==> config.mk <==
export PLATFORM = sky130hd
export DESIGN_NAME = score_xlate_buf
export DESIGN_NICKNAME = d
export VERILOG_FILES = /design/src/rtl/xbuf_pkg.sv /design/src/rtl/xbuf_op_decode.sv /design/src/rtl/xbuf_way_match.sv /design/src/rtl/xbuf_victim.sv /design/src/rtl/score_xlate_buf.sv
export SDC_FILE = /design/constraint.sdc
export NUM_CORES = 2
export LEC_CHECK = 0
export BUFFER_PORTS_ARGS = -buffer_cell sky130_fd_sc_hd__buf_2
export CAP_MARGIN = 30
export CORE_MARGIN = 2
export CORE_UTILIZATION = 60
export CTS_BUF_LIST = sky130_fd_sc_hd__clkbuf_8 sky130_fd_sc_hd__clkbuf_16
export DETAILED_ROUTE_END_ITERATION = 8
export PLACE_DENSITY_LB_ADDON = 0.2
export SLEW_MARGIN = 20
export SYNTH_ARGS = -nofsm -noshare
export SYNTH_HDL_FRONTEND = slang
export SYNTH_HIERARCHICAL = 1
export SYNTH_SLANG_ARGS = --single-unit
export TNS_END_PERCENT = 10
==> constraint.sdc <==
create_clock -name clk -period 10.75 [get_ports clk]
set_input_delay 0 -clock clk [delete_from_list [all_inputs] [get_ports clk]]
set_output_delay 0 -clock clk [all_outputs]
set_load 0.02 [all_outputs]
==> src/rtl/xbuf_pkg.sv <==
`timescale 1ns/1ps
package xbuf_pkg;

    // One operation is applied per clock edge, chosen by priority.
    typedef enum logic [2:0] {
        OP_IDLE        = 3'd0,
        OP_FLUSH_ALL   = 3'd1,
        OP_FLUSH_LOCAL = 3'd2,
        OP_INVAL       = 3'd3,
        OP_FILL        = 3'd4
    } xbuf_op_e;

endpackage

==> src/rtl/xbuf_op_decode.sv <==
`timescale 1ns/1ps
module xbuf_op_decode
    import xbuf_pkg::*;
(
    input  logic     flush_en,
    input  logic     flush_all,
    input  logic     inv_en,
    input  logic     fill_en,
    output xbuf_op_e op
);

    // Flush beats invalidate, invalidate beats fill.
    always_comb begin
        if (flush_en)
            op = flush_all ? OP_FLUSH_ALL : OP_FLUSH_LOCAL;
        else if (inv_en)
            op = OP_INVAL;
        else if (fill_en)
            op = OP_FILL;
        else
            op = OP_IDLE;
    end

endmodule

==> src/rtl/xbuf_way_match.sv <==
`timescale 1ns/1ps
module xbuf_way_match #(
    parameter int NUM_WAYS = 4,
    parameter int TAG_W    = 20
) (
    input  logic [NUM_WAYS-1:0]            valid,
    input  logic [NUM_WAYS-1:0][TAG_W-1:0] tags,
    input  logic [TAG_W-1:0]               key,
    output logic [NUM_WAYS-1:0]            match
);

    for (genvar w = 0; w < NUM_WAYS; w++) begin : g_cmp
        assign match[w] = valid[w] && (tags[w] == key);
    end

endmodule

==> src/rtl/xbuf_victim.sv <==
`timescale 1ns/1ps
module xbuf_victim #(
    parameter int NUM_WAYS = 4,
    parameter int SCORE_W  = 8,
    localparam int WAY_W   = $clog2(NUM_WAYS)
) (
    input  logic [NUM_WAYS-1:0]              valid,
    input  logic [NUM_WAYS-1:0][SCORE_W-1:0] scores,
    output logic [WAY_W-1:0]                 victim
);

    logic               have_hole;
    logic [WAY_W-1:0]   hole_way;
    logic [WAY_W-1:0]   low_way;
    logic [SCORE_W-1:0] low_score;

    always_comb begin
        have_hole = 1'b0;
        hole_way  = '0;
        // Walk downward so the lowest-numbered hole is kept last.
        for (int w = NUM_WAYS - 1; w >= 0; w--) begin
            if (!valid[w]) begin
                have_hole = 1'b1;
                hole_way  = WAY_W'(w);
            end
        end
        low_way   = '0;
        low_score = '1;
        // "<=" lets a later, higher way take a tie.
        for (int w = 0; w < NUM_WAYS; w++) begin
            if (scores[w] <= low_score) begin
                low_score = scores[w];
                low_way   = WAY_W'(w);
            end
        end
        victim = have_hole ? hole_way : low_way;
    end

endmodule

==> src/rtl/score_xlate_buf.sv <==
`timescale 1ns/1ps
module score_xlate_buf
    import xbuf_pkg::*;
#(
    parameter int VA_W       = 32,
    parameter int PA_W       = 32,
    parameter int PAGE_SHIFT = 12,
    parameter int NUM_SETS   = 8,
    parameter int NUM_WAYS   = 4,
    parameter int SCORE_W    = 8,
    parameter int GLOBAL_BIT = 8
) (
    input  logic                     clk,
    input  logic                     rst_n,
    input  logic                     lk_valid,
    input  logic [VA_W-1:0]          lk_vaddr,
    output logic                     lk_hit,
    output logic [PA_W-PAGE_SHIFT-1:0] lk_ppage,
    input  logic                     fill_en,
    input  logic [VA_W-1:0]          fill_vaddr,
    input  logic [PA_W-1:0]          fill_pte,
    input  logic                     flush_en,
    input  logic                     flush_all,
    input  logic                     inv_en,
    input  logic [VA_W-1:0]          inv_vaddr
);

    localparam int SET_W = $clog2(NUM_SETS);
    localparam int WAY_W = $clog2(NUM_WAYS);
    localparam int TAG_W = VA_W - PAGE_SHIFT;
    localparam int PPN_W = PA_W - PAGE_SHIFT;
    localparam logic [SCORE_W-1:0] SCORE_MAX = '1;

    // Entry storage, one row per set.
    logic [NUM_WAYS-1:0]              valid_q  [NUM_SETS];
    logic [NUM_WAYS-1:0]              global_q [NUM_SETS];
    logic [NUM_WAYS-1:0][SCORE_W-1:0] score_q  [NUM_SETS];
    logic [NUM_WAYS-1:0][TAG_W-1:0]   tag_q    [NUM_SETS];
    logic [NUM_WAYS-1:0][PPN_W-1:0]   ppn_q    [NUM_SETS];

    xbuf_op_e op;

    logic [SET_W-1:0]    lk_set, fill_set, inv_set;
    logic [TAG_W-1:0]    lk_tag, fill_tag, inv_tag;
    logic [NUM_WAYS-1:0] lk_match, inv_match;
    logic [WAY_W-1:0]    lk_way;
    logic [WAY_W-1:0]    vict_way;
    logic                unused_bits;

    assign lk_set   = lk_vaddr[PAGE_SHIFT +: SET_W];
    assign fill_set = fill_vaddr[PAGE_SHIFT +: SET_W];
    assign inv_set  = inv_vaddr[PAGE_SHIFT +: SET_W];
    assign lk_tag   = lk_vaddr[VA_W-1:PAGE_SHIFT];
    assign fill_tag = fill_vaddr[VA_W-1:PAGE_SHIFT];
    assign inv_tag  = inv_vaddr[VA_W-1:PAGE_SHIFT];

    assign unused_bits = ^{lk_vaddr[PAGE_SHIFT-1:0], fill_vaddr[PAGE_SHIFT-1:0],
                           inv_vaddr[PAGE_SHIFT-1:0], fill_pte[PAGE_SHIFT-1:0]};

    xbuf_op_decode u_decode (
        .flush_en  (flush_en),
        .flush_all (flush_all),
        .inv_en    (inv_en),
        .fill_en   (fill_en),
        .op        (op)
    );

    xbuf_way_match #(.NUM_WAYS(NUM_WAYS), .TAG_W(TAG_W)) u_lk_match (
        .valid (valid_q[lk_set]),
        .tags  (tag_q[lk_set]),
        .key   (lk_tag),
        .match (lk_match)
    );

    xbuf_way_match #(.NUM_WAYS(NUM_WAYS), .TAG_W(TAG_W)) u_inv_match (
        .valid (valid_q[inv_set]),
        .tags  (tag_q[inv_set]),
        .key   (inv_tag),
        .match (inv_match)
    );

    xbuf_victim #(.NUM_WAYS(NUM_WAYS), .SCORE_W(SCORE_W)) u_victim (
        .valid  (valid_q[fill_set]),
        .scores (score_q[fill_set]),
        .victim (vict_way)
    );

    // Lookup output stage: lowest matching way drives the result.
    always_comb begin
        lk_way = '0;
        for (int w = NUM_WAYS - 1; w >= 0; w--) begin
            if (lk_match[w]) lk_way = WAY_W'(w);
        end
        lk_hit   = lk_valid && (|lk_match);
        lk_ppage = lk_hit ? ppn_q[lk_set][lk_way] : '0;
    end

    // Array update: score bump on hit, then the decoded operation.
    always_ff @(posedge clk) begin
        if (!rst_n) begin
            for (int s = 0; s < NUM_SETS; s++) valid_q[s] <= '0;
        end else begin
            if (lk_hit && score_q[lk_set][lk_way] != SCORE_MAX)
                score_q[lk_set][lk_way] <= score_q[lk_set][lk_way] + 1'b1;
            unique case (op)
                OP_FLUSH_ALL: begin
                    for (int s = 0; s < NUM_SETS; s++) valid_q[s] <= '0;
                end
                OP_FLUSH_LOCAL: begin
                    for (int s = 0; s < NUM_SETS; s++)
                        valid_q[s] <= valid_q[s] & global_q[s];
                end
                OP_INVAL: begin
                    valid_q[inv_set] <= valid_q[inv_set] & ~inv_match;
                end
                OP_FILL: begin
                    valid_q[fill_set][vict_way]  <= 1'b1;
                    global_q[fill_set][vict_way] <= fill_pte[GLOBAL_BIT];
                    score_q[fill_set][vict_way]  <= '0;
                    tag_q[fill_set][vict_way]    <= fill_tag;
                    ppn_q[fill_set][vict_way]    <= fill_pte[PA_W-1:PAGE_SHIFT];
                end
                OP_IDLE: ;
                default: ;
            endcase
        end
    end

    // ---------------- assertions ----------------
    p_score_inc_r3: assert property (@(posedge clk) disable iff (!rst_n)
        lk_hit && op == OP_IDLE && score_q[lk_set][lk_way] != SCORE_MAX
        |=> score_q[$past(lk_set)][$past(lk_way)] ==
            SCORE_W'($past(score_q[lk_set][lk_way]) + 1'b1));

    p_score_sat_r3: assert property (@(posedge clk) disable iff (!rst_n)
        lk_hit && op == OP_IDLE && score_q[lk_set][lk_way] == SCORE_MAX
        |=> score_q[$past(lk_set)][$past(lk_way)] == SCORE_MAX);

    p_fill_hole_r4: assert property (@(posedge clk) disable iff (!rst_n)
        fill_en && !(&valid_q[fill_set]) |-> !valid_q[fill_set][vict_way]);

    p_fill_install_r6: assert property (@(posedge clk) disable iff (!rst_n)
        op == OP_FILL
        |=> valid_q[$past(fill_set)][$past(vict_way)] &&
            score_q[$past(fill_set)][$past(vict_way)] == '0);

    p_flush_all_r7: assert property (@(posedge clk) disable iff (!rst_n)
        op == OP_FLUSH_ALL |=> !lk_hit);

    p_inval_one_r9: assert property (@(posedge clk) disable iff (!rst_n)
        op == OP_INVAL
        |=> valid_q[$past(inv_set)] == ($past(valid_q[inv_set]) & ~$past(inv_match)));

    p_fill_loses_r10: assert property (@(posedge clk) disable iff (!rst_n)
        fill_en && (flush_en || inv_en)
        |=> tag_q[$past(fill_set)][$past(vict_way)] == $past(tag_q[fill_set][vict_way]));

    for (genvar s = 0; s < NUM_SETS; s++) begin : g_chk_set
        for (genvar w = 0; w < NUM_WAYS; w++) begin : g_chk_way
            p_keep_global_r8: assert property (@(posedge clk) disable iff (!rst_n)
                op == OP_FLUSH_LOCAL && valid_q[s][w] && global_q[s][w]
                |=> valid_q[s][w]);
            p_drop_local_r8: assert property (@(posedge clk) disable iff (!rst_n)
                op == OP_FLUSH_LOCAL && !global_q[s][w] |=> !valid_q[s][w]);
        end
    end

endmodule

# [After elaboration in Yosys (flattened, before gate mapping)]
# Memory sizes are Yosys's and may differ from the RTL's.
# Index checks and enable logic that the tools add are counted.
[classes] addsub=1 magnitude_cmp=8 n_eq_ne=13 mux=76 n_bitwise=26 n_reduce_logical=15
[ops] cell="$eq 20x20->1" count=8
[ops] cell="$mux 4" count=20
[ops] cell="$mux 80" count=1
[ops] cell="$mux 32" count=2
[ops] cell="$mux 20" count=3
[ops] cell="$mux 8" count=6
[ops] cell="$bmux 20 s2" count=1
[ops] cell="$demux 20 s2" count=1
[ops] cell="$and 4x4->4" count=9
[ops] cell="$demux 8 s2" count=2
[ops] cell="$le 8x8->1" count=3
[ops] cell="$mux 2" count=12
[ops] cell="$mux 1" count=21
[ops] cell="$bmux 8 s2" count=1
[ops] cell="$or 1x1->1" count=16
[ops] cell="$mux 3" count=5
[ops] cell="$logic_and 1x1->1" count=12
[ops] cell="$reduce_or 4->1" count=3
[ops] cell="$add 8x1->8 const B" count=1
[ops] cell="$le 8x8->1 const B" count=1
[ops] cell="$ne 8x8->1 const B" count=1
[ops] cell="$eq 3x2->1 const B" count=2
[ops] cell="$lt 2x3->1 const B" count=2
[ops] cell="$ge 2x1->1 const B" count=2
[ops] cell="4 further kinds" count=4
[totals] register_bits=0 ramBits=1600 out_inout_bits=21 elab_cells=144 mem_count=5
[mem_list] name="ppn_q" words=8 word_bits=80 rd=1 rd_clocked_by_memory_dff=0 write_ports=1 line_no="score_xlate_buf.sv:39" rtl="logic [NUM_WAYS-1:0][PPN_W-1:0] ppn_q [NUM_SETS];"
[mem_list] name="tag_q" words=8 word_bits=80 rd=2 rd_clocked_by_memory_dff=0 write_ports=1 line_no="score_xlate_buf.sv:38" rtl="logic [NUM_WAYS-1:0][TAG_W-1:0] tag_q [NUM_SETS];"
[mem_list] name="score_q" words=8 word_bits=32 rd=2 rd_clocked_by_memory_dff=0 write_ports=2 line_no="score_xlate_buf.sv:37" rtl="logic [NUM_WAYS-1:0][SCORE_W-1:0] score_q [NUM_SETS];"
[mem_list] name="global_q" words=8 word_bits=4 rd=8 rd_clocked_by_memory_dff=0 write_ports=1 line_no="score_xlate_buf.sv:36" rtl="logic [NUM_WAYS-1:0] global_q [NUM_SETS];"
[mem_list] name="valid_q" words=8 word_bits=4 rd=11 rd_clocked_by_memory_dff=0 write_ports=8 line_no="score_xlate_buf.sv:35" rtl="logic [NUM_WAYS-1:0] valid_q [NUM_SETS];"

# [Logic depth before layout (Yosys ltp)]
# An unclocked memory read counts as a cell.
[depth] ltp_word=17 mapped_depth=34

# [Cells and area by module]
# Netlist, hierarchy kept.
[by_module_without_submodules] module="score_xlate_buf" n_inst=1 cells_each=4570 area_each_um2=67966.4
[by_module_without_submodules] module="xbuf_way_match" n_inst=2 cells_each=112 area_each_um2=910.9
[by_module_without_submodules] module="xbuf_victim" n_inst=1 cells_each=127 area_each_um2=973.4
[by_module_without_submodules] module="xbuf_op_decode" n_inst=1 cells_each=4 area_each_um2=30.0

# [Worst setup path before layout]
# No wires, ideal clock.
[synth_timing] path_type="in2reg" start="in fill_vaddr[12]" end="mem score_q[4][23] in the netlist's numbering" t_arrival_ns=7.998 t_required_ns=10.630 slack_ns=2.633 cell_stages=33 path_buffers=5 path_cell_list="clkbuf_1 -> nor2b_1 -> and2_1 -> clkbuf_1 -> clkbuf_1 -> a22oi_1 -> nand4_1 -> inv_1 -> ha_1 -> a21oi_2 -> o21ai_2 -> o31ai_4 -> o21ai_0 -> and2_1 -> ha_1 -> nand4_2 -> nor2_4 -> a21oi_2 -> or2_1 -> buf_6 -> a31o_1 -> ha_1 -> a21o_1 -> a221o_1 -> nand3_1 -> nand2_1 -> a41oi_2 -> nand2_1 -> or2_2 -> clkbuf_1 -> nor2_1 -> or2_2 -> o21ai_1"
[synth_rtl] element="from (decl)" line_no="score_xlate_buf.sv:20" rtl="input logic [VA_W-1:0] fill_vaddr,"
[synth_rtl] element="to (decl)" line_no="score_xlate_buf.sv:37"

# [Worst setup path in the final report]
[layout_timing] start="in fill_vaddr[14]" end="mem ppn_q[3][31] in the netlist's numbering (enable)"
[layout_between] elab_chain_len=15 word_cells_on_any_way=27 classes_between="order compare (6); mux (18); reduce/logical (1); memory (2)"
[layout_lines] element="$mem_v2 8x32"
[layout_lines] element="$le 8x8->1" line_no="xbuf_victim.sv:31" rtl="if (scores[w] <= low_score) begin"
[layout_lines] element="$mux 8" line_no="xbuf_victim.sv:31"
[layout_lines] element="$le 8x8->1" line_no="xbuf_victim.sv:31"
[layout_lines] element="$mux 8" line_no="xbuf_victim.sv:31"
[layout_lines] element="$le 8x8->1" line_no="xbuf_victim.sv:31"
[layout_lines] element="$mux 8" line_no="xbuf_victim.sv:31"
[layout_lines] element="$le 8x8->1" line_no="xbuf_victim.sv:31"
[layout_lines] element="$mux 2" line_no="xbuf_victim.sv:31"
[layout_lines] element="$mux 2 *" line_no="xbuf_victim.sv:36" rtl="victim = have_hole ? hole_way : low_way;"
[layout_lines] element="named net vict_way[0]" line_no="score_xlate_buf.sv:47" rtl="logic [WAY_W-1:0] vict_way;"
[layout_lines] element="$lt 2x3->1 (implied by the code) / $ge 2x1->1 (equally long branches)" line_no="score_xlate_buf.sv:121" rtl="ppn_q[fill_set][vict_way] <= fill_pte[PA_W-1:PAGE_SHIFT];"
[layout_lines] element="$logic_and 1x1->1 (implied by the code)" line_no="score_xlate_buf.sv:121"
[layout_lines] element="$mux 20 (implied by the code)" line_no="score_xlate_buf.sv:121"
[layout_lines] element="$demux 20 s2 *" line_no="score_xlate_buf.sv:121"
[layout_lines] element="$mux 80 (implied by the code) *" line_no="score_xlate_buf.sv:121"
[layout_lines] element="to (decl)" line_no="score_xlate_buf.sv:39"
# Mark *: on every way through the listed nets, which the timed path passes. The rest lies on a longest branch.

==> summary.md <==
| Metric | Value |
|---|---|
| CP max-delay cell | sky130_fd_sc_hd__and3_2 |
| Number of clock buffers inserted by TritonCTS | 160 |
| Hold buffers post-CTS | 43 |
| Biggest area contributors in the synthesized netlist | sky130_fd_sc_hd__edfxtp_1, sky130_fd_sc_hd__dfxtp_1, sky130_fd_sc_hd__a22oi_1 |
| Worst slew pin tran | 1.13 ns |
| EDFF count, synth | 1344 |
| Layout Skew | ~0.029 ns |
| Post-Route WL | 237000 µm |
| Power density cells | between 150 and 200 nW/µm² |
| Die W | 347 µm |
| Setup Viol. Count Final | 0 |
| Post-synthesis instance area | slightly above 70000 µm² |
| Number of vias in the routed layout | 50.9k |
| Syn_nets | approximately 5.1k |
| Boundary pin count | around 160 |
| Highest Clock Rate | around 0.11 GHz |
| Avg Vias per Cell | around 7.6 |
| Overall overflow remaining after global route | 0 |
| Vert. Die Dim | approximately 350 µm |
| Switching fraction of total power | 0.229 |
| Pre-Repair DR Iteration Count | 8 |
| Layout area overhead | 11.4% |
| Dominant register cell in the synthesized netlist | sky130_fd_sc_hd__edfxtp_1 |
| Initial antenna violation count | 9 |
| Combinational share of power | 0.065 |
| Top cell types by occurrence after synthesis | sky130_fd_sc_hd__edfxtp_1, sky130_fd_sc_hd__a22oi_1, sky130_fd_sc_hd__dfxtp_1, sky130_fd_sc_hd__clkbuf_1, sky130_fd_sc_hd__nand2_1 |
| Final Slew Violations | 0 |
| Count of buffers inserted at the top-level ports | 108 |
| Share of the cycle needed by the critical path after routing | 0.836 |
| Clock group share of total power | 0.415 |
| First DRT Iteration DRCs | between 8k and 9k |
| Worst setup EP type | register |
| Setup Total Neg Slack | 0 ns |
| Clock sink count | 1600 |
| Maximum number of pins on one net before global-route repair | about 110 |
| Run status | completed |
| Max_slew headroom | 0.246 |
| Max Buffers Root-to-Sink | 3 |
| Area enclosed by the die boundary | ~120000 µm² |
| Total setup buffers inserted after CTS | 0 |
| Maximum vdd drop | 244 µV |
| Avg Cell Area, Syn | between 10 and 15 µm² |
| Cell type with the largest total area after synthesis | sky130_fd_sc_hd__edfxtp_1 |
| CTS tree | built |
| Final Net Count | between 5k and 6k |
| Wire length of the first global-routing pass | around 340000 µm |
| Clk pin slew, worst setup/hold paths | roughly 0.060 ns |
| CTS root buf | sky130_fd_sc_hd__clkbuf_16 |
| CP Data Arrival Time | 9.45 ns |
| Final weighted congestion in routability-driven placement | between 0.9 and 1 |
| Ratio of cells with drive above 1 in the final layout | 0.180 |
| Number of standard cells in the final layout excluding fillers | between 6k and 7k |
| Antenna viol nets, final | 0 |
| RSZ-0062 raised after global routing | false |
| Maxcap violations | 0 |
| Count of final hold-check violations | 0 |
| Cell count after placement | roughly 6.3k |
| Post-synth top area share | 0.570 |
| Core footprint | between 100000 and 150000 µm² |
| Number of rows in the core area | ~130 |
| Switching component of the power | approximately 3 mW |
| Leak Pwr | around 25 nW |
| Cells resized by post-CTS repair | 0 |
| Critical Path RT | about 11 ns |
| Register share of total power | 0.519 |
| Per-cell routed wire length | around 35 µm |
| Category of the worst setup path launch point | input port |
| Setup CP Type | input port to register |
| Worst hold path class | input port to register |
| Syn. warnings | 6 |
| Clock network latency to the later pin of the worst-skew pair | between 0.7 and 0.8 ns |
| Number of standard cells after synthesis | about 4.9k |
| Post-DP HPWL | between 100000 and 150000 µm |
| Distinct cells, synth | 98 |
| Post-layout min period | 8.98 ns |
| Initial core utilization | 0.602 |
| Most frequent cell after synthesis | sky130_fd_sc_hd__edfxtp_1 |
| Fraction of the yosys area taken by sequential cells | 0.642 |
| Post-route DRC violation count | 0 |
| Internal power summed over all cells | approximately 10 mW |
| Via count of the first global-routing pass | 49.2k |
| FFs w/ async S/R, synth | 0 |
| Top fanout value on the critical path | 27 |
| # H-tree levels | 4 |
| Delay of the slowest cell on the worst path | 0.87 ns |
| Most repeated library cell on the critical path | sky130_fd_sc_hd__ha_1 |
| GRT Resource Usage Total | 0.386 |
| Flops & latches, synth | 1600 |
-- final timing paths --
path | start | end | slack [ns] | cells after the start
hold reg to reg | score_q[4][22]$_SDFFE_PP0P_ | score_q[4][22]$_SDFFE_PP0P_ | 0.47 | 2
setup / recovery | fill_vaddr[14] | ppn_q[3][31]$_DFFE_PP_ | 1.77 | 30
hold / removal | flush_all | valid_q[4][1]$_DFFE_PP_ | 0.01 | 6
setup reg to reg | score_q[6][1]$_SDFFE_PP0P_ | ppn_q[3][31]$_DFFE_PP_ | 3.01 | 25
-- cell type report --
type                            count  area, µm²
Inverter                           43        186
Timing Repair Buffer              305       2560
Fill cell                        8139      38800
Tap cell                         1536       1920
Clock buffer                      168       4130
Clock inverter                    126        897
Sequential cell                  1600      45500
Antenna cell                        4       10.0
Multi-Input combinational cell   2896      23700
-- logic make-up after synthesis --
| kind of cell | share of synthesized area |
|---|---|
| and+or+nand+nor | 0.0651 |
| xor gates and xnor gates | 0.0202 |
| buffers and inverters | 0.0271 |
| DFF | 0.642 |
| AOI/OAI and AO/OA | 0.143 |
| adders and majority gates | 0.00442 |
| muxes | 0.0974 |
-- power by group through the flow --
stage | Combinational, mW | Sequential [mW] | Clock, mW
2_1_floorplan | 0.467 | 6.87 | 0
3_3_place_gp | 0.785 | 6.88 | 0
3_5_place_dp | 0.799 | 6.88 | 0
4_1_cts | 0.815 | 6.74 | 5.39
5_1_grt | 0.871 | 6.74 | 5.63
6_report | 0.850 | 6.75 | 5.39
-- critical path, delay by kind of cell --
family                   cells  cell delay (ns)
AO/OA/AOI/OAI               11             2.43
adder cells (fa/ha/maj)      3             0.72
buffers and inverters        7             2.90
AND/OR/NAND/NOR              9             3.24
-- layer usage --
| layer | vias to the layer above | part of all wire | GRT usage |
|---|---|---|---|
| met2 | 4495 | 0.44 | 0.572 |
| met3 | 953 | 0.15 | 0.121 |
| met4 | 14 | 0.061 | 0.207 |
| met1 | 25200 | 0.35 | 0.514 |
| li1 | 20300 | - | - |
| met5 | - | 0.00049 | 0 |
-- state kept, by name (all words and copies together), names as in the netlist --
| signal | flops |
|---|---|
| ppn_q | 640 |
| tag_q | 640 |
| score_q | 256 |
| global_q | 32 |
| valid_q | 32 |
-- cell usage in the layout, fill, tap and decap left out, drive strengths merged, types with 23 or more instances in the layout --
master / netlist / layout
clkinv: 2 / 72
mux2: 120 / 120
nor2: 139 / 139
inv: 41 / 84
buf: 147 / 257
xor2: 64 / 64
xnor2: 99 / 99
nand2: 206 / 206
mux4: 182 / 182
a22oi: 621 / 621
nand3: 161 / 161
edfxtp: 1344 / 1344
dfxtp: 256 / 256
nor3: 29 / 29
a31oi: 41 / 41
o31ai: 77 / 77
a21oi: 202 / 202
ha: 25 / 25
nand3b: 30 / 30
a221oi: 78 / 78
a222oi: 24 / 24
o21ai: 126 / 126
mux2i: 144 / 144
clkbuf: 239 / 173
nor4: 44 / 44
a41oi: 23 / 23
dlygate4sd3: 0 / 43
o22ai: 90 / 90
a22o: 51 / 51
nand4: 178 / 178
-- through the flow --
stage / power, mW / setup slack [ns] / utilization / hold slack, ns / instance area (µm²)
after floorplan: 7.34 / 2.63 / - / 0.0989 / 70800
after global placement: 7.66 / 1.84 / 0.622 / 0.448 / 73200
after detailed placement: 7.68 / 1.81 / 0.624 / 0.461 / 73300
after CTS: 12.9 / 2.02 / 0.670 / 0.0185 / 78800
after global routing: 13.2 / 1.47 / 0.670 / 0.0856 / 78800
final: 13.0 / 1.77 / 0.670 / 0.0115 / 78900
(Power assumes the default switching activity.)
